--- config.mk ---
export PLATFORM = sky130hd
export DESIGN_NAME = sync_mode_ctrl
export DESIGN_NICKNAME = d
export VERILOG_FILES = /design/src/rtl/sync_mode_pkg.sv /design/src/rtl/sync_tick_counter.sv /design/src/rtl/sync_mode_next.sv /design/src/rtl/sync_mode_ctrl.sv
export SDC_FILE = /design/constraint.sdc
export NUM_CORES = 1
export LEC_CHECK = 0
export BUFFER_PORTS_ARGS = -buffer_cell sky130_fd_sc_hd__buf_4
export CORE_MARGIN = 3
export CORE_UTILIZATION = 60
export CTS_CLUSTER_DIAMETER = 40
export CTS_CLUSTER_SIZE = 28
export DETAILED_ROUTE_END_ITERATION = 16
export GPL_TIMING_DRIVEN = 0
export PLACE_DENSITY = 0.8
export SYNTH_ARGS = -nofsm -noshare
export SYNTH_HDL_FRONTEND = slang
export SYNTH_SLANG_ARGS = --single-unit
export TNS_END_PERCENT = 1
--- constraint.sdc ---
create_clock -name clk -period 2.9 [get_ports clk]
set_clock_uncertainty 0.15 [all_clocks]
set_input_delay 0.29 -clock clk [delete_from_list [all_inputs] [get_ports clk]]
set_output_delay 0.29 -clock clk [all_outputs]
set_load 0.05 [all_outputs]
--- src/rtl/sync_mode_pkg.sv ---
package sync_mode_pkg;

    typedef enum logic [2:0] {
        MODE_FREE   = 3'd0,
        MODE_HOLD   = 3'd1,
        MODE_LOCKED = 3'd2,
        MODE_PRE2   = 3'd3,
        MODE_PRE    = 3'd5,
        MODE_LOST   = 3'd6
    } mode_t;

    typedef struct packed {
        mode_t state;
        mode_t code;
        logic  reselect;
    } ctrl_regs_t;

    localparam ctrl_regs_t CTRL_RESET = '{state: MODE_FREE, code: MODE_FREE, reselect: 1'b0};

endpackage

--- src/rtl/sync_tick_counter.sv ---
module sync_tick_counter #(
    parameter int LIMIT = 1000
) (
    input  logic clk,
    input  logic rst_n,
    input  logic clr_i,
    input  logic en_i,
    output logic done_o
);
    localparam int CW = (LIMIT < 2) ? 1 : $clog2(LIMIT + 1);
    localparam logic [CW-1:0] LAST = CW'(LIMIT - 1);

    logic [CW-1:0] cnt_d, cnt_q;

    // terminal tick: the LIMIT-th enabled tick without an intervening clear
    assign done_o = en_i && !clr_i && (cnt_q == LAST);

    always_comb begin
        cnt_d = cnt_q;
        if (clr_i) begin
            cnt_d = '0;
        end else if (en_i) begin
            cnt_d = done_o ? '0 : cnt_q + 1'b1;
        end
    end

    always_ff @(posedge clk or negedge rst_n) begin
        if (!rst_n) begin
            cnt_q <= '0;
        end else begin
            cnt_q <= cnt_d;
        end
    end
endmodule

--- src/rtl/sync_mode_next.sv ---
module sync_mode_next
    import sync_mode_pkg::*;
(
    input  mode_t state_i,
    input  logic  forced_i,
    input  logic  ref_sel_i,
    input  logic  phase_loss_i,
    input  logic  lock_done_i,
    input  logic  acq_done_i,
    output mode_t state_o,
    output logic  reselect_o
);
    always_comb begin
        state_o    = state_i;
        reselect_o = 1'b0;
        if (!forced_i) begin
            unique case (state_i)
                MODE_FREE: begin
                    if (ref_sel_i) state_o = MODE_PRE;
                end
                MODE_PRE: begin
                    if (!ref_sel_i) begin
                        state_o = MODE_FREE;
                    end else if (lock_done_i) begin
                        state_o = MODE_LOCKED;
                    end else if (acq_done_i) begin
                        state_o    = MODE_FREE;
                        reselect_o = 1'b1;
                    end
                end
                MODE_PRE2: begin
                    if (!ref_sel_i) begin
                        state_o = MODE_HOLD;
                    end else if (lock_done_i) begin
                        state_o = MODE_LOCKED;
                    end else if (acq_done_i) begin
                        state_o    = MODE_FREE;
                        reselect_o = 1'b1;
                    end
                end
                MODE_LOCKED: begin
                    if (!ref_sel_i) begin
                        state_o = MODE_HOLD;
                    end else if (phase_loss_i) begin
                        state_o = MODE_LOST;
                    end
                end
                MODE_LOST: begin
                    if (!ref_sel_i) begin
                        state_o = MODE_HOLD;
                    end else if (lock_done_i) begin
                        state_o = MODE_LOCKED;
                    end
                end
                MODE_HOLD: begin
                    if (ref_sel_i) state_o = MODE_PRE2;
                end
                default: state_o = MODE_FREE;
            endcase
        end
    end
endmodule

--- src/rtl/sync_mode_ctrl.sv ---
module sync_mode_ctrl
    import sync_mode_pkg::*;
#(
    parameter int LOCK_TICKS    = 1000,
    parameter int TIMEOUT_TICKS = 100000
) (
    input  logic       clk,
    input  logic       rst_n,
    input  logic       tick_ms,
    input  logic       ref_sel,
    input  logic       phase_lock,
    input  logic       phase_loss,
    input  logic       forced_ctrl,
    output logic [2:0] mode_code,
    output logic       reselect_req
);
    ctrl_regs_t regs_d, regs_q;

    logic  in_qual, in_acq;
    logic  lock_clr, acq_clr;
    logic  lock_done, acq_done;
    mode_t state_nxt;
    logic  reselect_nxt;

    // modes in which lock qualification and acquisition timeout run
    always_comb begin
        in_qual  = (regs_q.state == MODE_PRE) || (regs_q.state == MODE_PRE2) ||
                   (regs_q.state == MODE_LOST);
        in_acq   = (regs_q.state == MODE_PRE) || (regs_q.state == MODE_PRE2);
        lock_clr = forced_ctrl || !in_qual || !phase_lock;
        acq_clr  = forced_ctrl || !in_acq;
    end

    sync_tick_counter #(.LIMIT(LOCK_TICKS)) u_lock_cnt (
        .clk    (clk),
        .rst_n  (rst_n),
        .clr_i  (lock_clr),
        .en_i   (tick_ms),
        .done_o (lock_done)
    );

    sync_tick_counter #(.LIMIT(TIMEOUT_TICKS)) u_acq_cnt (
        .clk    (clk),
        .rst_n  (rst_n),
        .clr_i  (acq_clr),
        .en_i   (tick_ms),
        .done_o (acq_done)
    );

    sync_mode_next u_next (
        .state_i      (regs_q.state),
        .forced_i     (forced_ctrl),
        .ref_sel_i    (ref_sel),
        .phase_loss_i (phase_loss),
        .lock_done_i  (lock_done),
        .acq_done_i   (acq_done),
        .state_o      (state_nxt),
        .reselect_o   (reselect_nxt)
    );

    always_comb begin
        regs_d          = regs_q;
        regs_d.state    = state_nxt;
        regs_d.code     = forced_ctrl ? MODE_LOCKED : state_nxt;
        regs_d.reselect = reselect_nxt;
    end

    always_ff @(posedge clk or negedge rst_n) begin
        if (!rst_n) begin
            regs_q <= CTRL_RESET;
        end else begin
            regs_q <= regs_d;
        end
    end

    assign mode_code    = regs_q.code;
    assign reselect_req = regs_q.reselect;
endmodule

==> After elaboration in Yosys (flattened, before gate mapping) <==
Cells that the tools add are included.
Widths: inputs -> output; s select.
{ "totals": {"register_bits": 34, "wordCells": 56, "out_inout_bits": 4} }
{ "classes": {"n_addsub": 2, "eq_ne": 7, "mux": 24, "reduce_logical": 18} }
{ "op_table": {"columns": ["cell", "count"], "rows": [
  ["$mux 17", 3],
  ["$mux 3", 12],
  ["$mux 10", 3],
  ["$pmux 3 s6", 1],
  ["$add 17x1->17 const B", 1],
  ["$eq 17x17->1 const B", 1],
  ["$add 10x1->10 const B", 1],
  ["$eq 10x10->1 const B", 1],
  ["$eq 3x2->1 const B", 2],
  ["$eq 3x3->1 const B", 2],
  ["$logic_not 1->1", 5],
  ["$logic_or 1x1->1", 5],
  ["$mux 1", 5],
  ["$logic_and 1x1->1", 4],
  ["$reduce_bool 2->1", 2],
  ["$eq 3x1->1 const B", 1],
  ["$logic_not 3->1", 1],
  ["$reduce_or 2->1", 1]
]} }

==> Logic depth before layout (Yosys ltp) <==
{ "depth": {"depth_word": 14, "mapped_depth": 7, "mapped_depth_nobuf": 6} }

==> Cells and area by module <==
From an unflattened synthesis, not the netlist that was laid out.
{ "unflattened": {"cells_unflattened": 229, "hier_area_um2": 2127.0} }
{ "modules_own_cells": {"columns": ["mod", "n_inst", "seq_area_each_um2", "cells_per_inst", "area_per_inst_um2"], "rows": [
  ["sync_tick_counter (u_acq_cnt)", 1, 425.4, 113, 1063.5],
  ["sync_tick_counter (u_lock_cnt)", 1, 250.2, 60, 566.8],
  ["sync_mode_ctrl", 1, 175.2, 19, 261.5],
  ["sync_mode_next", 1, 0.0, 37, 235.2]
]} }

==> Least setup slack after synthesis <==
No wires, ideal clock.
{ "synth_timing": {"path_kind": "register to register", "startpoint": "register u_acq_cnt.cnt_q[5]", "endpoint": "register regs_q[4]", "path_slack_ns": 0.815, "synth_period_minus_slack_ns": 2.085, "path_buffers": 1, "arrival_time_ns": 1.809, "path_stages_with_launch": 7, "setup_ns": 0.126, "path_cell_list": "dfrtp_1 or4b_4 nor4_4 buf_6 a21oi_2 a211oi_2 o41ai_1"} }
{ "synth_lines": {"columns": ["item", "line_no", "rtl"], "rows": [
  ["from (decl)", "sync_tick_counter.sv:13", "logic [CW-1:0] cnt_d, cnt_q;"],
  ["from (signal assigned)", "sync_tick_counter.sv:31", "cnt_q <= cnt_d;"],
  ["to (signal assigned)", "sync_mode_ctrl.sv:72", "regs_q <= regs_d;"],
  ["to (decl)", "sync_mode_ctrl.sv:17", "ctrl_regs_t regs_d, regs_q;"]
]} }

==> Worst setup path in the final report <==
{ "layout_timing": {"startpoint": "register u_acq_cnt.cnt_q[0]", "endpoint": "register u_acq_cnt.cnt_q[14]"} }
{ "layout_via": {"elab_chain_cells": 5, "word_cells_on_any_way": 6} }
{ "layout_lines": {"columns": ["item", "line_no", "rtl"], "rows": [
  ["branches (longest 2 deep; another with $add 17x1->17)", null, null],
  ["$mux 17 (*)", "sync_tick_counter.sv:23", "cnt_d = done_o ? '0 : cnt_q + 1'b1;"],
  ["$mux 17 (*)", "sync_tick_counter.sv:22", "end else if (en_i) begin"],
  ["$mux 17 (*)", "sync_tick_counter.sv:20", "if (clr_i) begin"]
]} }
Mark *: on every way between the ends. The select of a mux whose other input is x is not followed.
A chain may end at the register's enable or synchronous reset.

==> impl_metrics.json <==
{
  "post-route-min-period_ns": 2.36,
  "wl_per_cell_um": 15.2,
  "hold_viol": 0,
  "r2r-end": "u_acq_cnt.cnt_q[14]$_DFFE_PN0P_",
  "fin_nets": 251,
  "hold_class": "primary input to flip-flop",
  "syn-num-nets": 235,
  "p_sw_share_pct": 35.0,
  "antenna_found_initial": 0,
  "drtIter0Drc": 239,
  "ys_seq_area_share_pct": 41.8,
  "fmax_mhz": 424,
  "drt-pass1-iter-count": 4,
  "dpl.hpwl_mm": 3.04,
  "grt_pass1_wl_mm": 7.62,
  "rsz0062_at_grt": "no",
  "place_ws_ns": 0.569,
  "yosysTopAreaCellShare_pct": 41.8,
  "yosysWarnings": 0,
  "dieArea_mm2": 0.00412,
  "remaining_drc_errors": 0,
  "synth_common_cells": "34 x dfrtp_1, 28 x nand2_1, 26 x o21ai_0",
  "status": "completed",
  "endpoint_kind": "flip-flop",
  "cp.arrival_ns": 2.44,
  "use_met1_pct": 29.8,
  "synth-edff-count": 0,
  "slew_headroom_pct": 52.9,
  "core_mm2": 0.00315,
  "finalCritPeriodShare_pct": 81.3,
  "whs_path_depth": 2,
  "grt_max_degree": 35,
  "grt_overflow_total": 0,
  "grt_use_met2_pct": 39.2,
  "viasPerCell": 6.22,
  "grt_pass1_vias": 1724,
  "grt_usage_pct": 23.5,
  "die_h_um": 64.2,
  "p_int_w": 0.000853,
  "area_growth_pct": 9.85,
  "cts_tree": "built",
  "htreeDepth": 2,
  "yosysMostFrequentCell": "dfrtp_1",
  "ios": 11,
  "numCtsBuffers": 5,
  "fp-row-count": 20,
  "final_area_mm2": 0.00223,
  "n_fill_cell": 268,
  "critPathKind": "flip-flop to flip-flop",
  "switching_power_w": 0.000460,
  "r2r_slack_ns": 0.54,
  "clockPowerShare_pct": 26.1,
  "holdPathEnd": "reselect_req$_DFF_PN0_",
  "tns_ns": 0,
  "vias": 1785,
  "place_area_mm2": 0.00215,
  "required_ns": 2.98,
  "insertion_delay_ns": 0.34,
  "synth_seq_cells": 34,
  "drt-total-wl_mm": 4.36,
  "cp-start-kind": "flip-flop",
  "powerDensity_mw_per_mm2": 588,
  "initial_core_util_pct": 64.5,
  "io_buffers": 8,
  "cts.clk_slew.worst_paths_ns": 0.11,
  "drv_slew": 0,
  "finalSetupViolations": 0,
  "power.total_w": 0.00131,
  "setup_ws_ns": 0.543,
  "power_frac_seq_pct": 41.5,
  "ys.flop_type": "dfrtp_1",
  "ir_worst_vdd_uv": 452,
  "cts_resized": 0,
  "met3_usage_pct": 5.45,
  "syn_avg_cell_area_um2": 9.00,
  "routabilityCongestion": 0.859,
  "worstPathMaxFanout": 5,
  "synth_area_mm2": 0.00203,
  "ant_nets": 0,
  "postSynthCellCount": 226,
  "synthArstFlopShare_pct": 100,
  "synth_cell_types": 52,
  "drv_cap": 0,
  "numClockSinks": 34,
  "grt_most_used_layer": "met2",
  "timing.rr.start": "u_acq_cnt.cnt_q[0]$_DFFE_PN0P_",
  "synth_top_area_cell": "dfrtp_1",
  "combPwrFrac_pct": 32.4,
  "reg2reg_depth": 6,
  "die_x_um": 64.2,
  "antenna_cells": 0,
  "clockBufferDepth": 2,
  "synthTopCellsByArea": "dfrtp_1 42%, o21ai_0 6.4%, nand2_1 5.2%",
  "root_buffer": "clkbuf_4",
  "worstMarginPinSlew_ns": 0.702,
  "drive_gt1_share_pct": 12.8,
  "p_leak_nw": 0.944,
  "worstHoldStart": "ref_sel"
}
## registers in the layout (all words and copies together), names as in the netlist
register	count
reselect_req	1
regs_q	3
mode_code	3
u_lock_cnt.cnt_q	10
u_acq_cnt.cnt_q	17
## cell usage in the layout, fill, tap and decap left out, types with 5 or more instances in the layout
cell / Yosys / final
nor3_1: 8 / 8
and3_1: 8 / 8
buf_4: 5 / 13
nand3_1: 11 / 11
nor4_1: 5 / 5
a21oi_1: 8 / 8
nor2_1: 12 / 12
nand2b_1: 6 / 6
dfrtp_1: 34 / 34
o21ai_0: 26 / 26
clkbuf_4: 0 / 5
o31ai_1: 5 / 5
nand2_1: 28 / 28
## cell type report
class / count / area, um2 / share of cell area [%]
Multi-Input combinational cell: 177 / 1090 / 49.0
Sequential cell: 34 / 851 / 38.1
Buffer: 12 / 76.3 / 3.42
Timing Repair Buffer: 9 / 70.1 / 3.14
Tap cell: 44 / 55.1 / 2.46
Clock buffer: 7 / 45.0 / 2.02
Clock inverter: 1 / 30.0 / 1.34
Inverter: 3 / 11.3 / 0.504
## critical path, stage by stage, from the launching register on
cell	delay [ns]
dfrtp_1	0.42
ha_1	0.24
nand4_1	0.23
nor4_1	0.59
nand3_1	0.18
a21o_1	0.21
a22o_1	0.23
## kinds of logic (layout without fill, tap and decap cells)
logic type / count (synthesis) / count (layout) / share of synthesized area [%]
adders and majority gates: 2 / 2 / 1.23
buffers and inverters: 15 / 32 / 4.31
xor gates and xnor gates: 8 / 8 / 3.45
AOI/OAI and AO/OA: 62 / 62 / 20.7
DFF: 34 / 34 / 41.8
and+or+nand+nor: 104 / 104 / 28.0
muxes: 1 / 1 / 0.492
## stage by stage
stage / std cells / hold slack, ns / utilization [%]
finish: 287 / 0.0614 / 70.8
global route: 287 / 0.0698 / 70.8
CTS: 287 / 0.0551 / 70.8
detailed placement: 278 / 0.112 / 68.1
global placement: 278 / 0.104 / 68.1
floorplan: 226 / -0.156 / -
## worst max path at each step
| stage | cells past startpoint | slack (ns) | from | to |
|---|---|---|---|---|
| 6_report | 6 | 0.54 | u_acq_cnt.cnt_q[0]$_DFFE_PN0P_ | u_acq_cnt.cnt_q[14]$_DFFE_PN0P_ |
| 5_1_grt | 6 | 0.34 | u_acq_cnt.cnt_q[0]$_DFFE_PN0P_ | u_acq_cnt.cnt_q[14]$_DFFE_PN0P_ |
| 4_1_cts | 6 | 0.55 | u_acq_cnt.cnt_q[0]$_DFFE_PN0P_ | u_acq_cnt.cnt_q[14]$_DFFE_PN0P_ |
| 3_5_place_dp | 6 | 0.57 | u_acq_cnt.cnt_q[0]$_DFFE_PN0P_ | u_acq_cnt.cnt_q[14]$_DFFE_PN0P_ |
| 3_3_place_gp | 6 | 0.64 | u_acq_cnt.cnt_q[0]$_DFFE_PN0P_ | u_acq_cnt.cnt_q[14]$_DFFE_PN0P_ |
| 2_1_floorplan | 6 | 0.82 | u_acq_cnt.cnt_q[5]$_DFFE_PN0P_ | regs_q[4]$_DFF_PN0_ |
## metal layers
metal  wire length, um  vias up
met3               217        9
met4                84        0
met5                 0        -
met2              2170       55
li1                  -      859
met1              1890      862
## power groups by stage
| stage | Clock, W | Combinational (W) | Sequential (W) |
|---|---|---|---|
| final | 0.000343 | 0.000425 | 0.000545 |
| after floorplan | 0 | 0.000331 | 0.000545 |
| after detailed placement | 0 | 0.000417 | 0.000554 |
| after CTS | 0.000349 | 0.000424 | 0.000544 |
| after global routing | 0.000368 | 0.000473 | 0.000551 |
| after global placement | 0 | 0.000406 | 0.000552 |
## timing repair
item,in CTS,in global routing
setup buffers,0,0
hold buffers,1,0
endpoints found under the hold margin,34,0
Power figures use the tool's default switching activity.
